[src/rtl/fxd_pkg.sv]
package fxd_pkg;
  localparam int RATE_FIELD_W = 8;

  typedef enum logic [1:0] {
    MODE_HALT  = 2'd0,
    MODE_FRAC  = 2'd1,
    MODE_CLAMP = 2'd2
  } div_mode_e;
endpackage

[src/rtl/fxd_rate_reg.sv]
module fxd_rate_reg
  import fxd_pkg::*;
#(
  parameter int FW = RATE_FIELD_W
) (
  input  logic            clk,
  input  logic            rst_n,
  input  logic            wr,
  input  logic [2*FW-1:0] wdata,
  output logic [FW-1:0]   num_x,
  output logic [FW-1:0]   den_y,
  output div_mode_e       mode,
  output logic            restart
);
  logic [FW-1:0] x_q, y_q;

  always_ff @(posedge clk) begin
    if (!rst_n) begin
      x_q <= '0;
      y_q <= '0;
    end else if (wr) begin
      x_q <= wdata[2*FW-1:FW];
      y_q <= wdata[FW-1:0];
    end
  end

  function automatic div_mode_e pick_mode(input logic [FW-1:0] x, input logic [FW-1:0] y);
    if (x == '0 || y == '0) return MODE_HALT;
    if (x > y)              return MODE_CLAMP;
    return MODE_FRAC;
  endfunction

  assign num_x   = x_q;
  assign den_y   = y_q;
  assign mode    = pick_mode(x_q, y_q);
  assign restart = wr;
endmodule

[src/rtl/fxd_accum.sv]
module fxd_accum
  import fxd_pkg::*;
#(
  parameter int FW = RATE_FIELD_W
) (
  input  logic          clk,
  input  logic          rst_n,
  input  logic          restart,
  input  div_mode_e     mode,
  input  logic [FW-1:0] num_x,
  input  logic [FW-1:0] den_y,
  output logic          tick,
  output logic [FW-1:0] acc
);
  localparam int SW = FW + 1;

  logic [FW-1:0] acc_q, acc_n;
  logic          tick_q, tick_n;
  logic [SW-1:0] sum, rem;
  logic          hit;

  function automatic logic [SW-1:0] add_step(input logic [FW-1:0] a, input logic [FW-1:0] x);
    return {1'b0, a} + {1'b0, x};
  endfunction

  always_comb begin
    sum    = add_step(acc_q, num_x);
    rem    = sum - {1'b0, den_y};
    hit    = (sum >= {1'b0, den_y});
    acc_n  = acc_q;
    tick_n = 1'b0;
    unique case (mode)
      MODE_FRAC: begin
        tick_n = hit;
        acc_n  = hit ? rem[FW-1:0] : sum[FW-1:0];
      end
      MODE_CLAMP: begin
        tick_n = 1'b1;
        acc_n  = '0;
      end
      default: begin
        tick_n = 1'b0;
        acc_n  = acc_q;
      end
    endcase
  end

  always_ff @(posedge clk) begin
    if (!rst_n || restart) begin
      acc_q  <= '0;
      tick_q <= 1'b0;
    end else begin
      acc_q  <= acc_n;
      tick_q <= tick_n;
    end
  end

  assign tick = tick_q;
  assign acc  = acc_q;
endmodule

[src/rtl/fxd_halver.sv]
module fxd_halver (
  input  logic clk,
  input  logic rst_n,
  input  logic restart,
  input  logic tick_next,
  output logic half_clk
);
  logic lvl_q;

  always_ff @(posedge clk) begin
    if (!rst_n || restart) lvl_q <= 1'b0;
    else if (tick_next)    lvl_q <= ~lvl_q;
  end

  assign half_clk = lvl_q;
endmodule

[src/rtl/fxd_frac_clkdiv.sv]
module fxd_frac_clkdiv
  import fxd_pkg::*;
#(
  parameter int FW = RATE_FIELD_W
) (
  input  logic            clk,
  input  logic            rst_n,
  input  logic            rate_wr,
  input  logic [2*FW-1:0] rate_wdata,
  output logic            frac_tick,
  output logic            bclk
);
  logic [FW-1:0] x_w, y_w, acc_w;
  div_mode_e     mode_w;
  logic          restart_w;
  logic          tick_w;
  logic          tick_next_w;

  fxd_rate_reg #(.FW(FW)) u_rate (
    .clk(clk), .rst_n(rst_n), .wr(rate_wr), .wdata(rate_wdata),
    .num_x(x_w), .den_y(y_w), .mode(mode_w), .restart(restart_w)
  );

  fxd_accum #(.FW(FW)) u_acc (
    .clk(clk), .rst_n(rst_n), .restart(restart_w), .mode(mode_w),
    .num_x(x_w), .den_y(y_w), .tick(tick_w), .acc(acc_w)
  );

  // The halver toggles on the same edge that registers the tick.
  assign tick_next_w = (mode_w == MODE_CLAMP) ||
                       ((mode_w == MODE_FRAC) &&
                        (({1'b0, acc_w} + {1'b0, x_w}) >= {1'b0, y_w}));

  fxd_halver u_half (
    .clk(clk), .rst_n(rst_n), .restart(restart_w),
    .tick_next(tick_next_w), .half_clk(bclk)
  );

  assign frac_tick = tick_w;
endmodule

[config.mk]
export PLATFORM = sky130hd
export DESIGN_NAME = fxd_frac_clkdiv
export DESIGN_NICKNAME = d
export VERILOG_FILES = /design/src/rtl/fxd_pkg.sv /design/src/rtl/fxd_rate_reg.sv /design/src/rtl/fxd_accum.sv /design/src/rtl/fxd_halver.sv /design/src/rtl/fxd_frac_clkdiv.sv
export SDC_FILE = /design/constraint.sdc
export NUM_CORES = 1
export LEC_CHECK = 0
export ABC_AREA = 1
export ABC_CLOCK_PERIOD_IN_PS = 3780
export BUFFER_PORTS_ARGS = -buffer_cell sky130_fd_sc_hd__buf_4
export CORE_ASPECT_RATIO = 0.75
export CORE_UTILIZATION = 42
export CTS_CLUSTER_DIAMETER = 120
export DETAILED_ROUTE_END_ITERATION = 7
export SETUP_SLACK_MARGIN = 0.2
export SLEW_MARGIN = 20
export SYNTH_ARGS = -nofsm -noshare
export SYNTH_HDL_FRONTEND = slang
export SYNTH_SLANG_ARGS = --single-unit
[constraint.sdc]
create_clock -name clk -period 3.78 [get_ports clk]
set_input_delay 0.567 -clock clk [delete_from_list [all_inputs] [get_ports clk]]
set_output_delay 0.567 -clock clk [all_outputs]
set_load 0.01 [all_outputs]
* After elaboration in Yosys (flattened, before gate mapping) *
Index checks and enable logic that the tools add are counted.

cells by class
  add/sub/neg operators = 2
  magnitude comparators = 2
  eq/ne operators = 2
  muxes and demuxes = 10
  bitwise logic cells = 1
  reduce and logical (&&, ||, !) cells = 8

operators with widths
  operator            count
  $logic_not 8->1     2
  $pmux 8 s2          1
  $add 8x8->9         1
  $ge 9x8->1          1
  $gt 8x8->1          1
  $mux 2              4
  $mux 8              1
  $sub 8x8->8         1
  $logic_or 1x1->1    3
  $mux 1              3
  $eq 2x1->1 const B  1
  $eq 2x2->1 const B  1
  $pmux 1 s2          1
  $reduce_bool 2->1   1
  $logic_and 1x1->1   1
  $logic_not 1->1     1
  $not 1->1           1

storage, ports and cells
  bits in registers = 26
  input bits = 19
  output and inout port bits = 2
  logic and storage cells = 30

* Longest topological paths before layout *
  depth in word-level cells = 9
  mapped depth = 21
  mapped depth without buffers = 20

* By module *
Synthesis repeated with hierarchy kept, for this count alone.

unflattened totals
  cell total of the unflattened synthesis = 419
  area, all modules = 2736.4 µm²

modules (own cells, without submodules)
  module           instances  cells each  area each (µm²)  seq. area each (µm²)
  fxd_accum        1          203         1267.5           180.2
  fxd_rate_reg     1          108         824.5            320.3
  fxd_frac_clkdiv  1          99          591.8            0.0
  fxd_halver       1          9           52.6             20.0

* Worst setup path after synthesis *
OpenSTA, ideal clock, no wires.

  path type = register -> register
  start = register u_acc.acc_q[0], in the netlist u_acc.acc[0]
  end = register u_acc.acc_q[7], in the netlist u_acc.acc[7]
  data arrival time = 2.564 ns
  slack = 1.144 ns
  cell stages (with the launch flop) = 21
  path buffers = 1
  period minus slack after synthesis = 2.636 ns
  path through = dfxtp_1 > ha_1 > inv_1 > fa_1 > nand3b_1 > nand2_2 > nand2_1 > nand2_1 > nand2_1 > nand2_1 > inv_1 > ha_1 > a21o_1 > nor2_1 > nand2_2 > nand2_2 > buf_6 > clkinv_1 > nor2_1 > nand3_1 > a21oi_1

between the ends
  cells in the longest elaborated chain, start to end = 4
  elaborated cells between the ends (all ways) = 5

RTL lines
  item                                              RTL line                          text
  start: declaration                                fxd_accum.sv:17                   logic [FW-1:0] acc_q, acc_n;
  start signal: assignment                          fxd_accum.sv:53                   acc_q <= acc_n;
  $add 8x8->9 *                                     fxd_accum.sv:23                   return {1'b0, a} + {1'b0, x};
  $sub 8x8->8 / $ge 9x8->1 (equally long branches)  fxd_accum.sv:28, fxd_accum.sv:29
  $mux 8 *                                          fxd_accum.sv:35                   acc_n = hit ? rem[FW-1:0] : sum[FW-1:0];
  $pmux 8 s2 *                                      fxd_accum.sv:32                   unique case (mode)

Mark *: on every way between the ends. The rest lies on a longest branch, timed or not.
A chain may end at the register's enable or synchronous reset.

* Worst setup path in the final report *
  start = register u_rate.x_q[0], in the netlist u_rate.num_x[0]
  end = register u_acc.acc_q[5], in the netlist u_acc.acc[5]

between the ends
  cells in the longest elaborated chain, start to end = 7
  elaborated cells between the ends (all ways) = 17

RTL lines
  item                                                 RTL line            text
  start: declaration                                   fxd_rate_reg.sv:15  logic [FW-1:0] x_q, y_q;
  start signal: assignment                             fxd_rate_reg.sv:22  x_q <= wdata[2*FW-1:FW];
  branches (longest 7 deep; another with $add 8x8->9)  n/a

Parallel ways; which one is timed is not known. The select of a mux whose other input is x is not followed.

==> flow_metrics.env <==
export IMPL_start_util_pct=44.0
export IMPL_core_sq_um=4490
export IMPL_cp_max_fo=11
export IMPL_synth_seq_cells=26
export IMPL_slew_viol_final=0
export IMPL_placed_cell_area_sq_um=2180
export IMPL_die_w_um=81.2
export IMPL_power_switching_share_pct=40.4
export IMPL_viasPerCell=5.08
export IMPL_max_stage_delay_ns=0.39
export IMPL_postCtsSetupRepairBufs=0
export IMPL_cts_sinks=26
export IMPL_htree_levels=1
export IMPL_ir_drop_mv=0.238
export IMPL_cp_end_kind="flip-flop"
export IMPL_grt_usage_pct=21.9
export IMPL_seqPwrFrac_pct=29.5
export IMPL_worstMarginPinSlew_ns=0.614
export IMPL_cp_depth=19
export IMPL_rsz0062_at_grt="no"
export IMPL_cts_tree="yes"
export IMPL_dp_cells=365
export IMPL_slew_headroom_pct=59.1
export IMPL_fin_skew_ns=0.00715
export IMPL_syn_inst=292
export IMPL_async_flop_share_pct=0
export IMPL_cts_max_path_buffers=2
export IMPL_portBuffers=20
export IMPL_yosysUniqueCellTypes=26
export IMPL_finalPower_mw=1.09
export IMPL_wl_per_cell_um=12.7
export IMPL_clk_insertion_delay_late_ns=0.28
export IMPL_pwr_share_comb_pct=48.7
export IMPL_ys_flop_type="dfxtp_1"
export IMPL_setup_viol=0
export IMPL_nets=358
export IMPL_cap_violations=0
export IMPL_die_area_sq_um=4990
export IMPL_synth_edf_count=0
export IMPL_cts_root_buf="clkbuf_8"
export IMPL_antenna_found_initial=0
export IMPL_timing_final_crit_share_pct=77.8
export IMPL_hold_class="reg -> reg"
export IMPL_worstPathCellList="ha_1 > inv_1 > fa_1 > nand3b_1 > nand2_2 > nand2_1 > nand2_1 > nand2_1 > nand2_1 > inv_1 > ha_1 > a21o_1 > nor2_1 > nand2_2 > nand2_2 > nand2_2 > nand2_1 > nand3_1 > a21oi_1"
export IMPL_post_cts_resize_count=0
export IMPL_seq_area_frac_synth_pct=26.3
export IMPL_cpMostUsedCell="nand2_1"
export IMPL_vias=1874
export IMPL_drc_errors=0
export IMPL_syn_num_nets=337
export IMPL_top_layer="met4"
export IMPL_synth_area_per_cell_sq_um=6.77
export IMPL_max_freq_mhz=340
export IMPL_crit_type="reg -> reg"
export IMPL_cp_top_family="simple AND/OR/NAND/NOR gates"
export IMPL_ant_nets=0
export IMPL_route_met2_wl_um=2040
export IMPL_grt_pass1_vias=1716
export IMPL_antenna_cells=0
export IMPL_hpwl_um=3780
export IMPL_pwr_share_clk_pct=21.9
export IMPL_drt_total_wl_um=4700
export IMPL_stdcell_count=369
export IMPL_drt_initial_drc_count=84
export IMPL_ctsHoldBuffers=0
export IMPL_rows=21
export IMPL_synth_area_sq_um=1980
export IMPL_timing_final_crit_period_ns=2.94
export IMPL_final_hold_viol_count=0
export IMPL_syn_to_final_growth_pct=13.7
export IMPL_worstPathArrival_ns=3.15
export IMPL_hold_path_depth=2
export IMPL_grt_pass1_wl_um=8050
export IMPL_crit_buf_inv=2
export IMPL_die_h_um=61.4
export IMPL_gp_congestion=0.855
export IMPL_intPower_uw=650
export IMPL_switchingPower_uw=441
export IMPL_stdcell_area_sq_um=2250
export IMPL_fin_tns_setup_ns=0
export IMPL_dr_pass1_iters=4
export IMPL_grt_max_degree=26
export IMPL_grt_overflow=0
export IMPL_powerDensity_nw_per_um2=486
export IMPL_numCtsBuffers=3
export IMPL_start_kind="flip-flop"
export IMPL_m1WireLength_um=2420
export IMPL_drive_gt1_share_pct=12.2
export IMPL_slowest_stage="fa_1"
export IMPL_outcome="completed"
export IMPL_leakage_nw=1.16
export IMPL_synth_warnings=0
export IMPL_critical_path_required_ns=3.99
export IMPL_io_pins=21
export IMPL_path_clk_slew_ns=0.10
export IMPL_routed_wl_met3_um=219
export IMPL_reg2reg_depth=19
==> worst register-to-register path, cell delays in order, from the launching register on <==
cell,delay [ns]
dfxtp_1,0.36
ha_1,0.17
inv_1,0.05
fa_1,0.39
nand3b_1,0.18
nand2_2,0.10
nand2_1,0.08
nand2_1,0.06
nand2_1,0.05
nand2_1,0.08
inv_1,0.04
ha_1,0.31
a21o_1,0.19
nor2_1,0.12
nand2_2,0.08
nand2_2,0.19
nand2_2,0.14
nand2_1,0.10
nand3_1,0.08
a21oi_1,0.12
==> state kept, by name (all words and copies together), names as in the netlist <==
register	cells
u_acc.tick	1
u_half.half_clk	1
u_rate.num_x	8
u_rate.den_y	8
u_acc.acc	8
==> synth_stat cells (3+ instances only) <==
library cell | instances | share of area [%]
nand2_1 | 69 | 13
inv_1 | 36 | 6.8
nor2_1 | 31 | 5.9
dfxtp_1 | 26 | 26
a21oi_1 | 25 | 6.3
ha_1 | 24 | 15
nand3_1 | 21 | 5.3
o21ai_0 | 17 | 4.3
nand3b_1 | 6 | 2.3
nand2_2 | 5 | 1.6
nand4_1 | 5 | 1.6
xnor2_1 | 5 | 2.2
clkbuf_1 | 3 | 0.57
inv_2 | 3 | 0.57
==> layout make-up <==
| class | count | area, sq um |
|---|---|---|
| fill | 469 | 2250 |
| multi-input combinational | 221 | 1280 |
| sequential | 26 | 520 |
| inverter | 41 | 154 |
| timing repair buffer | 20 | 150 |
| tap | 57 | 71.3 |
| clock buffer | 3 | 41.3 |
| clock inverter | 1 | 30.0 |
==> power by group through the flow <==
| stage | clock network, mW | registers [mW] | logic, mW |
|---|---|---|---|
| after floorplan | 0 | 0.323 | 0.420 |
| after global placement | 0 | 0.328 | 0.529 |
| after detailed placement | 0 | 0.327 | 0.527 |
| after CTS | 0.245 | 0.321 | 0.531 |
| after global routing | 0.255 | 0.325 | 0.608 |
| final | 0.239 | 0.322 | 0.531 |
==> cell families (layout without fill, tap and decap cells) <==
group | count (synthesis) | after routing | share of synthesized area [%]
flops | 26 | 26 | 26.3
xor+xnor | 6 | 6 | 2.66
buf+inv | 45 | 65 | 8.92
fa+ha+maj | 26 | 26 | 17.2
compound gates | 49 | 49 | 13.7
simple gates | 140 | 140 | 31.1
==> metal layers <==
metal | global-route usage [%] | vias up
met3 | 4.44 | 2
met2 | 37.5 | 36
met1 | 29.1 | 845
met4 | 3.83 | 0
met5 | 0 | -
li1 | - | 991
==> cells in the final DEF, fill, tap and decap left out, drive strengths merged, types with 3 or more instances in the layout <==
| master | n |
|---|---|
| a21oi | 27 |
| buf | 20 |
| clkbuf | 3 |
| dfxtp | 26 |
| ha | 24 |
| inv | 39 |
| nand2 | 74 |
| nand3 | 22 |
| nand3b | 6 |
| nand4 | 5 |
| nor2 | 32 |
| o21ai | 18 |
| xnor2 | 5 |
==> stage by stage <==
stage / utilization (%) / hold slack [ns] / setup slack, ns
6_report: 50.0 / 0.476 / 0.839
5_1_grt: 50.0 / 0.496 / 0.553
4_1_cts: 50.0 / 0.480 / 0.843
3_5_place_dp: 48.4 / 0.462 / 0.880
3_3_place_gp: 48.4 / 0.457 / 0.916
2_1_floorplan: - / 0.450 / 1.14
==> worst paths after layout <==
check,start,end,slack [ns]
setup reg to reg,u_rate.num_x[0],u_acc.acc[5],0.84
hold / removal,u_acc.acc[7],u_acc.acc[7],0.48
hold reg to reg,u_acc.acc[7],u_acc.acc[7],0.48
setup / recovery,u_rate.num_x[0],u_acc.acc[5],0.84
No activity file was read; power rests on OpenSTA's default activity.
